===== src/rtl/dcr_pkg.sv =====
package dcr_pkg;

    localparam int DEF_DATA_W  = 24;
    localparam int DEF_NUM_CH  = 8;
    localparam int DEF_SHIFT_K = 10;

    // What a channel's accumulator does at the next edge
    typedef enum logic [1:0] {
        ACT_IDLE  = 2'd0,
        ACT_TRACK = 2'd1,
        ACT_HOLD  = 2'd2
    } acc_action_e;

    function automatic acc_action_e pick_action(logic hit, logic held);
        if (!hit)
            return ACT_IDLE;
        else if (held)
            return ACT_HOLD;
        else
            return ACT_TRACK;
    endfunction

endpackage


===== src/rtl/dcr_sat_sub.sv =====
module dcr_sat_sub #(
    parameter int DATA_W = dcr_pkg::DEF_DATA_W
) (
    input  logic signed [DATA_W-1:0] minuend,
    input  logic signed [DATA_W-1:0] subtrahend,
    output logic signed [DATA_W-1:0] result
);
    localparam int WIDE_W = DATA_W + 1;
    localparam logic signed [WIDE_W-1:0] POS_LIM = {2'b00, {(DATA_W-1){1'b1}}};
    localparam logic signed [WIDE_W-1:0] NEG_LIM = {2'b11, {(DATA_W-1){1'b0}}};

    logic signed [WIDE_W-1:0] diff_wide;

    always_comb begin
        diff_wide = {minuend[DATA_W-1], minuend} - {subtrahend[DATA_W-1], subtrahend};
        if (diff_wide > POS_LIM)
            result = POS_LIM[DATA_W-1:0];
        else if (diff_wide < NEG_LIM)
            result = NEG_LIM[DATA_W-1:0];
        else
            result = diff_wide[DATA_W-1:0];
    end


    always_comb begin
        if (!minuend[DATA_W-1] && (subtrahend[DATA_W-1] || subtrahend == '0))
            sign_keep_chk: assert (!result[DATA_W-1]);
    end

endmodule


===== src/rtl/dcr_est_bank.sv =====
module dcr_est_bank
    import dcr_pkg::*;
#(
    parameter int DATA_W  = DEF_DATA_W,
    parameter int NUM_CH  = DEF_NUM_CH,
    parameter int SHIFT_K = DEF_SHIFT_K
) (
    input  logic                       clk,
    input  logic                       rst,
    input  logic                       upd_en,
    input  logic [$clog2(NUM_CH)-1:0]  upd_ch,
    input  logic signed [DATA_W-1:0]   upd_sample,
    input  logic [NUM_CH-1:0]          hold,
    output logic signed [DATA_W-1:0]   offset_rd
);
    localparam int CH_W  = $clog2(NUM_CH);
    localparam int ACC_W = DATA_W + SHIFT_K + 1;

    logic signed [ACC_W-1:0] acc_q [NUM_CH];
    logic signed [ACC_W-1:0] acc_sel;
    logic signed [ACC_W-1:0] off_wide;
    logic signed [ACC_W-1:0] step;

    // Offset of the addressed channel, before this beat's update
    always_comb begin
        acc_sel   = acc_q[upd_ch];
        off_wide  = acc_sel >>> SHIFT_K;
        offset_rd = off_wide[DATA_W-1:0];
        step      = ACC_W'(upd_sample) - off_wide;
    end

    for (genvar c = 0; c < NUM_CH; c++) begin : g_ch
        acc_action_e act;

        always_comb begin
            act = pick_action(upd_en && (upd_ch == CH_W'(c)), hold[c]);
        end

        always_ff @(posedge clk) begin
            if (rst) begin
                acc_q[c] <= '0;
            end else begin
                case (act)
                    ACT_TRACK: acc_q[c] <= acc_q[c] + step;
                    default:   acc_q[c] <= acc_q[c];
                endcase
            end
        end


        held_stable_chk: assert property (@(posedge clk) disable iff (rst)
            hold[c] |=> $stable(acc_q[c]));


        idle_stable_chk: assert property (@(posedge clk) disable iff (rst)
            !upd_en |=> $stable(acc_q[c]));


        other_ch_stable_chk: assert property (@(posedge clk) disable iff (rst)
            (upd_ch != CH_W'(c)) |=> $stable(acc_q[c]));


        reset_clear_chk: assert property (@(posedge clk)
            $past(rst) |-> (acc_q[c] == '0));
    end

endmodule


===== src/rtl/dcr_offset_remover.sv =====
module dcr_offset_remover
    import dcr_pkg::*;
#(
    parameter int DATA_W  = DEF_DATA_W,
    parameter int NUM_CH  = DEF_NUM_CH,
    parameter int SHIFT_K = DEF_SHIFT_K
) (
    input  logic                              clk,
    input  logic                              rst,
    input  logic                              in_valid,
    input  logic [$clog2(NUM_CH)-1:0]         in_ch,
    input  logic signed [DATA_W-1:0]          in_data,
    input  logic [NUM_CH-1:0]                 hold,
    output logic                              out_valid,
    output logic [$clog2(NUM_CH)-1:0]         out_ch,
    output logic signed [DATA_W-1:0]          out_data
);
    localparam int CH_W = $clog2(NUM_CH);

    logic signed [DATA_W-1:0] cur_offset;
    logic signed [DATA_W-1:0] corrected;

    dcr_est_bank #(
        .DATA_W  (DATA_W),
        .NUM_CH  (NUM_CH),
        .SHIFT_K (SHIFT_K)
    ) u_bank (
        .clk        (clk),
        .rst        (rst),
        .upd_en     (in_valid),
        .upd_ch     (in_ch),
        .upd_sample (in_data),
        .hold       (hold),
        .offset_rd  (cur_offset)
    );

    dcr_sat_sub #(
        .DATA_W (DATA_W)
    ) u_sub (
        .minuend    (in_data),
        .subtrahend (cur_offset),
        .result     (corrected)
    );

    always_ff @(posedge clk) begin
        if (rst) begin
            out_valid <= 1'b0;
            out_ch    <= '0;
            out_data  <= '0;
        end else begin
            out_valid <= in_valid;
            if (in_valid) begin
                out_ch   <= in_ch;
                out_data <= corrected;
            end
        end
    end


    beat_latency_chk: assert property (@(posedge clk) disable iff (rst)
        ($past(in_valid) && !$past(rst)) |-> (out_valid && out_ch == $past(in_ch)));


    no_spurious_chk: assert property (@(posedge clk) disable iff (rst)
        !in_valid |=> !out_valid);


    reset_quiet_chk: assert property (@(posedge clk)
        $past(rst) |-> !out_valid);

endmodule


===== config.mk =====
export PLATFORM = sky130hd
export DESIGN_NAME = dcr_offset_remover
export DESIGN_NICKNAME = d
export VERILOG_FILES = /design/src/rtl/dcr_pkg.sv /design/src/rtl/dcr_sat_sub.sv /design/src/rtl/dcr_est_bank.sv /design/src/rtl/dcr_offset_remover.sv
export SDC_FILE = /design/constraint.sdc
export NUM_CORES = 1
export LEC_CHECK = 0
export ABC_AREA = 1
export CAP_MARGIN = 30
export CELL_PAD_IN_SITES_DETAIL_PLACEMENT = 0
export CELL_PAD_IN_SITES_GLOBAL_PLACEMENT = 1
export CORE_MARGIN = 2
export CORE_UTILIZATION = 48
export CTS_BUF_LIST = sky130_fd_sc_hd__clkbuf_16
export CTS_CLUSTER_DIAMETER = 30
export DETAILED_ROUTE_END_ITERATION = 8
export DONT_BUFFER_PORTS = 1
export GPL_ROUTABILITY_DRIVEN = 0
export MAX_ROUTING_LAYER = met4
export PLACE_DENSITY_LB_ADDON = 0.1
export SETUP_SLACK_MARGIN = 0.05
export SLEW_MARGIN = 25
export SYNTH_ARGS = -nofsm -noshare
export SYNTH_HDL_FRONTEND = slang
export SYNTH_SLANG_ARGS = --single-unit

===== constraint.sdc =====
create_clock -name clk -period 7.3 [get_ports clk]
set_input_delay 0.73 -clock clk [delete_from_list [all_inputs] [get_ports clk]]
set_output_delay 0.73 -clock clk [all_outputs]
set_load 0.02 [all_outputs]

# Word-level counts from Yosys, hierarchy flattened
# Memory sizes are Yosys's and may differ from the RTL's.
# Index checks and enable logic that the tools add are counted.
dict set report word_totals {
  ff_bits 28
  mem_bits_rw 280
  inputBits 38
  out_inout_bits 28
  word_cells 140
  n_memories 1
}
dict set report classes {
  addsub 10
  n_lt_le_gt_ge 2
  eq_ne 15
  muxes 84
  n_bitwise 16
  n_reduce_logical 9
}
# memory depth word_bits rd rd_ports_with_merged_regs wr line
set mem_list {}
lappend mem_list {u_bank.acc_q 8 35 9 0 8 dcr_est_bank.sv:19} ;# logic signed [ACC_W-1:0] acc_q [NUM_CH];
# cell n
set ops {}
lappend ops {{$mux 35} 16}
lappend ops {{$add 35x35->35} 8}
lappend ops {{$mux 1} 50}
lappend ops {{$mux 24} 2}
lappend ops {{$mux 2} 16}
lappend ops {{$sub 24x25->26} 1}
lappend ops {{$gt 25x24->1 const B} 1}
lappend ops {{$lt 25x24->1 const B} 1}
lappend ops {{$sub 24x24->25} 1}
lappend ops {{$eq 2x1->1 const B} 8}
lappend ops {{$or 1x1->1} 16}
lappend ops {{$eq 3x3->1 const B} 4}
lappend ops {{$logic_and 1x1->1} 8}
lappend ops {{$eq 3x2->1 const B} 2}
lappend ops {{$eq 3x1->1 const B} 1}
lappend ops {{$logic_not 3->1} 1}

# Depth between registers and ports, before layout
dict set report depth {
  depth_word 9
  depth_mapped 36
  ltp_nobuf 35
}

# Hierarchy
# From an unflattened synthesis, not the netlist that was laid out.
dict set report hier_totals {
  hier_cells 4765
  hier_area_um2 32809.0
}
# module instances cells_per_inst area_per_inst_um2 seq_area_each_um2
set modules_own_cells {}
lappend modules_own_cells {dcr_est_bank 1 4194 29361.9 8408.1}
lappend modules_own_cells {dcr_sat_sub 1 397 2045.7 0.0}
lappend modules_own_cells {dcr_offset_remover 1 174 1401.3 560.5}

# Least setup slack after synthesis
# OpenSTA, ideal clock, no wires.
dict set report synth_path {
  path_type {in2reg}
  startpoint {in in_ch[0]}
  endpoint {mem u_bank.acc_q[6][34] in the netlist's numbering (data pin)}
  setup_time_ns 0.257
  t_arrival_ns 5.562
  required_time_ns 7.043
  setup_slack_ns 1.480
  stages 30
  path_buffers 3
  path_cell_list {inv_1 > nand2_1 > inv_1 > clkbuf_1 > clkbuf_1 > a22oi_1 > nand3_1 > o21ai_0 > ha_1 > nand2_1 > inv_2 > nand2_1 > nand2_1 > a21oi_1 > nand3_2 > nand2_4 > nand2_4 > buf_6 > inv_1 > ha_1 > nand2_1 > inv_1 > a21oi_1 > nand2_1 > inv_1 > nor2_1 > nor2_1 > nand3_1 > nand3_1 > a21oi_1}
}
# element line
set synth_lines {}
lappend synth_lines {{from (decl)} dcr_offset_remover.sv:11} ;# input logic [$clog2(NUM_CH)-1:0] in_ch,
lappend synth_lines {{to (decl)} dcr_est_bank.sv:19}

==> impl_metrics.toml <==
[power]
seqPwrFrac = 0.174
ir_drop_mv = 0.255
internal-power_mw = 7.09
power_frac_clock = 0.312
comb_power_share = 0.514
p_sw_mw = 6.31
leakage_nw = 17.3
power_density_nw_per_um2 = 367
p_total_mw = 13.4
swShare = 0.471

[timing]
rsz0062_at_grt = "false"
period_needed_ns = 6.14
finalHoldViolCount = 0
finalSetupTns_ns = 0
fin_ws_ns = 1.16
finalSetupViolCount = 0
tightest_slew_ns = 1.14
slew_viol_final = 0
worst_hold_slack_ns = 0.183
fmax_mhz = 163
slew_headroom = 0.240
fin_worst_skew_ns = 0.0191
period_share = 0.841

[outcome]
status = "completed"

[min_path]
hold_depth = 1
hp-class = "input port to flip-flop"

[setup_path]
endpoint_kind = "flip-flop"
critical_path_class = "input port to flip-flop"
path_depth = 26
crit_buf_inv = 5
reg2regPathDepth = 22
cp_slowest_cell = "inv_1"
max_stage_delay_ns = 0.65
cp.arrival_ns = 6.64
critPathLaunchType = "input port"
cp_top_family = "buffers and inverters"
crit_required_ns = 7.80
path_max_fanout = 45
reg2reg_slack_ns = 1.63

[flow_run]
maxCapViolCount = 0

[cells_and_area]
area_delta_synth_final_pct = 14.9
stdcell_count = 5791
nNetsFinal = 5178
drive_above_1_share = 0.0672

[synthesis]
syn_nets = 5088
yosys-top-cells-count = "nand2_1, inv_1, a21oi_1, nor2_1, ha_1"
synth_edf_count = 280
synth_most_common_cell = "nand2_1"
yosys.area.top_type = "edfxtp_1"
syn_avg_cell_area_um2 = 6.72
synth_area_leaders = "edfxtp_1, nand2_1, ha_1"
yosysUniqueCellTypes = 54
yosys_warnings = 0
netlist.area_leader.share = 0.264
synthArstFlopShare = 0
ys_seq_area_frac = 0.282
ys_seq_elements = 308
netlist_instances = 4736
netlist_area_um2 = 31800
synth-main-ff-cell = "edfxtp_1"

[placed_design]
dp.cells = 5588
dpl_worst_slack_ns = 0.829
port_buffers = 0
dpl.hpwl_um = 102000

[clock_tree]
post-cts-setup-buffers = 0
clkLatencyLatePin_ns = 0.65
htree_num_levels = 3
clkSinkCount = 308
hold_buffers = 0
cts_tree = "done"
path_clk_slew_ns = 0.05
ctsResizeCount = 0
numCtsBuffers = 100
clock_path_buffers = 3
clk_root_buffer_cell = "clkbuf_16"

[global_route]
grt_antenna_before_repair = 12
grt_pass1_vias = 31200
grt_usage = 0.382
grt_pass1_wl_um = 191000
grt_max_degree = 59
overflow = 0

[die]
ioPinCount = 66
coreArea_um2 = 65700
die_w_um = 261
die_h_um = 261
die_area_um2 = 68400
std_cell_rows = 94
start_util = 0.484

[detailed_routing]
final_antenna_net_count = 0
dr.pass1.iters = 7
routedWlPerCell_um = 22.2
drc_errors = 0
avgViaCountPerCell = 5.88
routed_wl_um = 129000
drt-initial-drc-count = 4055
via_count = 34000
## stage by stage
step | cell area (um^2) | utilization
finish | 36600 | 0.556
global route | 36500 | 0.556
CTS | 36500 | 0.555
detailed placement | 33200 | 0.505
global placement | 33200 | 0.505
floorplan | 31800 | -
## power by group through the flow
stage | Combinational, mW | Clock, mW | Sequential (mW)
floorplan | 4.68 | 0 | 2.24
global placement | 6.66 | 0 | 2.34
detailed placement | 6.67 | 0 | 2.34
CTS | 6.72 | 4.21 | 2.31
global route | 7.62 | 4.30 | 2.33
finish | 6.89 | 4.18 | 2.33
## layout make-up
| type | instances | area (um^2) |
|---|---|---|
| fillers | 6582 | 29200 |
| multi-input cells | 3715 | 20300 |
| repair buffers | 53 | 430 |
| diodes | 17 | 42.5 |
| inverters | 648 | 2430 |
| flip-flops and latches | 308 | 8970 |
| well taps | 864 | 1080 |
| clock buffers | 104 | 2600 |
| clock inverters | 82 | 682 |
## flip-flops by register name, summed over array words and instances, names as in the netlist
register,count
out_ch,3
out_data,24
out_valid,1
u_bank.acc_q,280
## layout by cell type (no fill, tap or decap), drive strengths merged, types with 12 or more instances in the layout
master,instances
o21bai,60
or2,63
diode,17
xor2,55
nor4,20
a31oi,32
inv,661
a21oi,549
o21a,15
nand2,1188
a21boi,21
a22oi,48
ha,305
nand3,292
nor2,510
a21o,49
a31o,16
clkinv,48
nand4,105
dfxtp,28
edfxtp,280
clkbuf,104
nor3,55
clkinvlp,12
buf,53
o21ai,281
## final timing paths
kind / start / end
worst max-delay path: in_ch[0] / u_bank.acc_q[7][34]
worst min-delay path: rst / out_valid
worst max register to register: u_bank.acc_q[3][10] / u_bank.acc_q[3][33]
worst min register to register: out_data[23] / out_data[23]
## metal layers
| layer | GRT usage | wire length (um) | up-vias |
|---|---|---|---|
| met1 | 0.507 | 55700 | 15800 |
| li1 | - | - | 16400 |
| met3 | 0.0737 | 12100 | 329 |
| met2 | 0.566 | 54700 | 1516 |
| met5 | - | 0 | - |
| met4 | 0.162 | 6220 | 0 |
## kinds of logic after synthesis
kind of cell               count (synthesis)  share of synthesized area
and+or+nand+nor                         2246                      0.297
AOI/OAI and AO/OA                       1091                      0.192
buffers and inverters                    713                     0.0857
adders and majority gates                314                      0.126
DFF                                      308                      0.282
xor gates and xnor gates                  64                     0.0176
No activity file was read; power rests on OpenSTA's default activity.
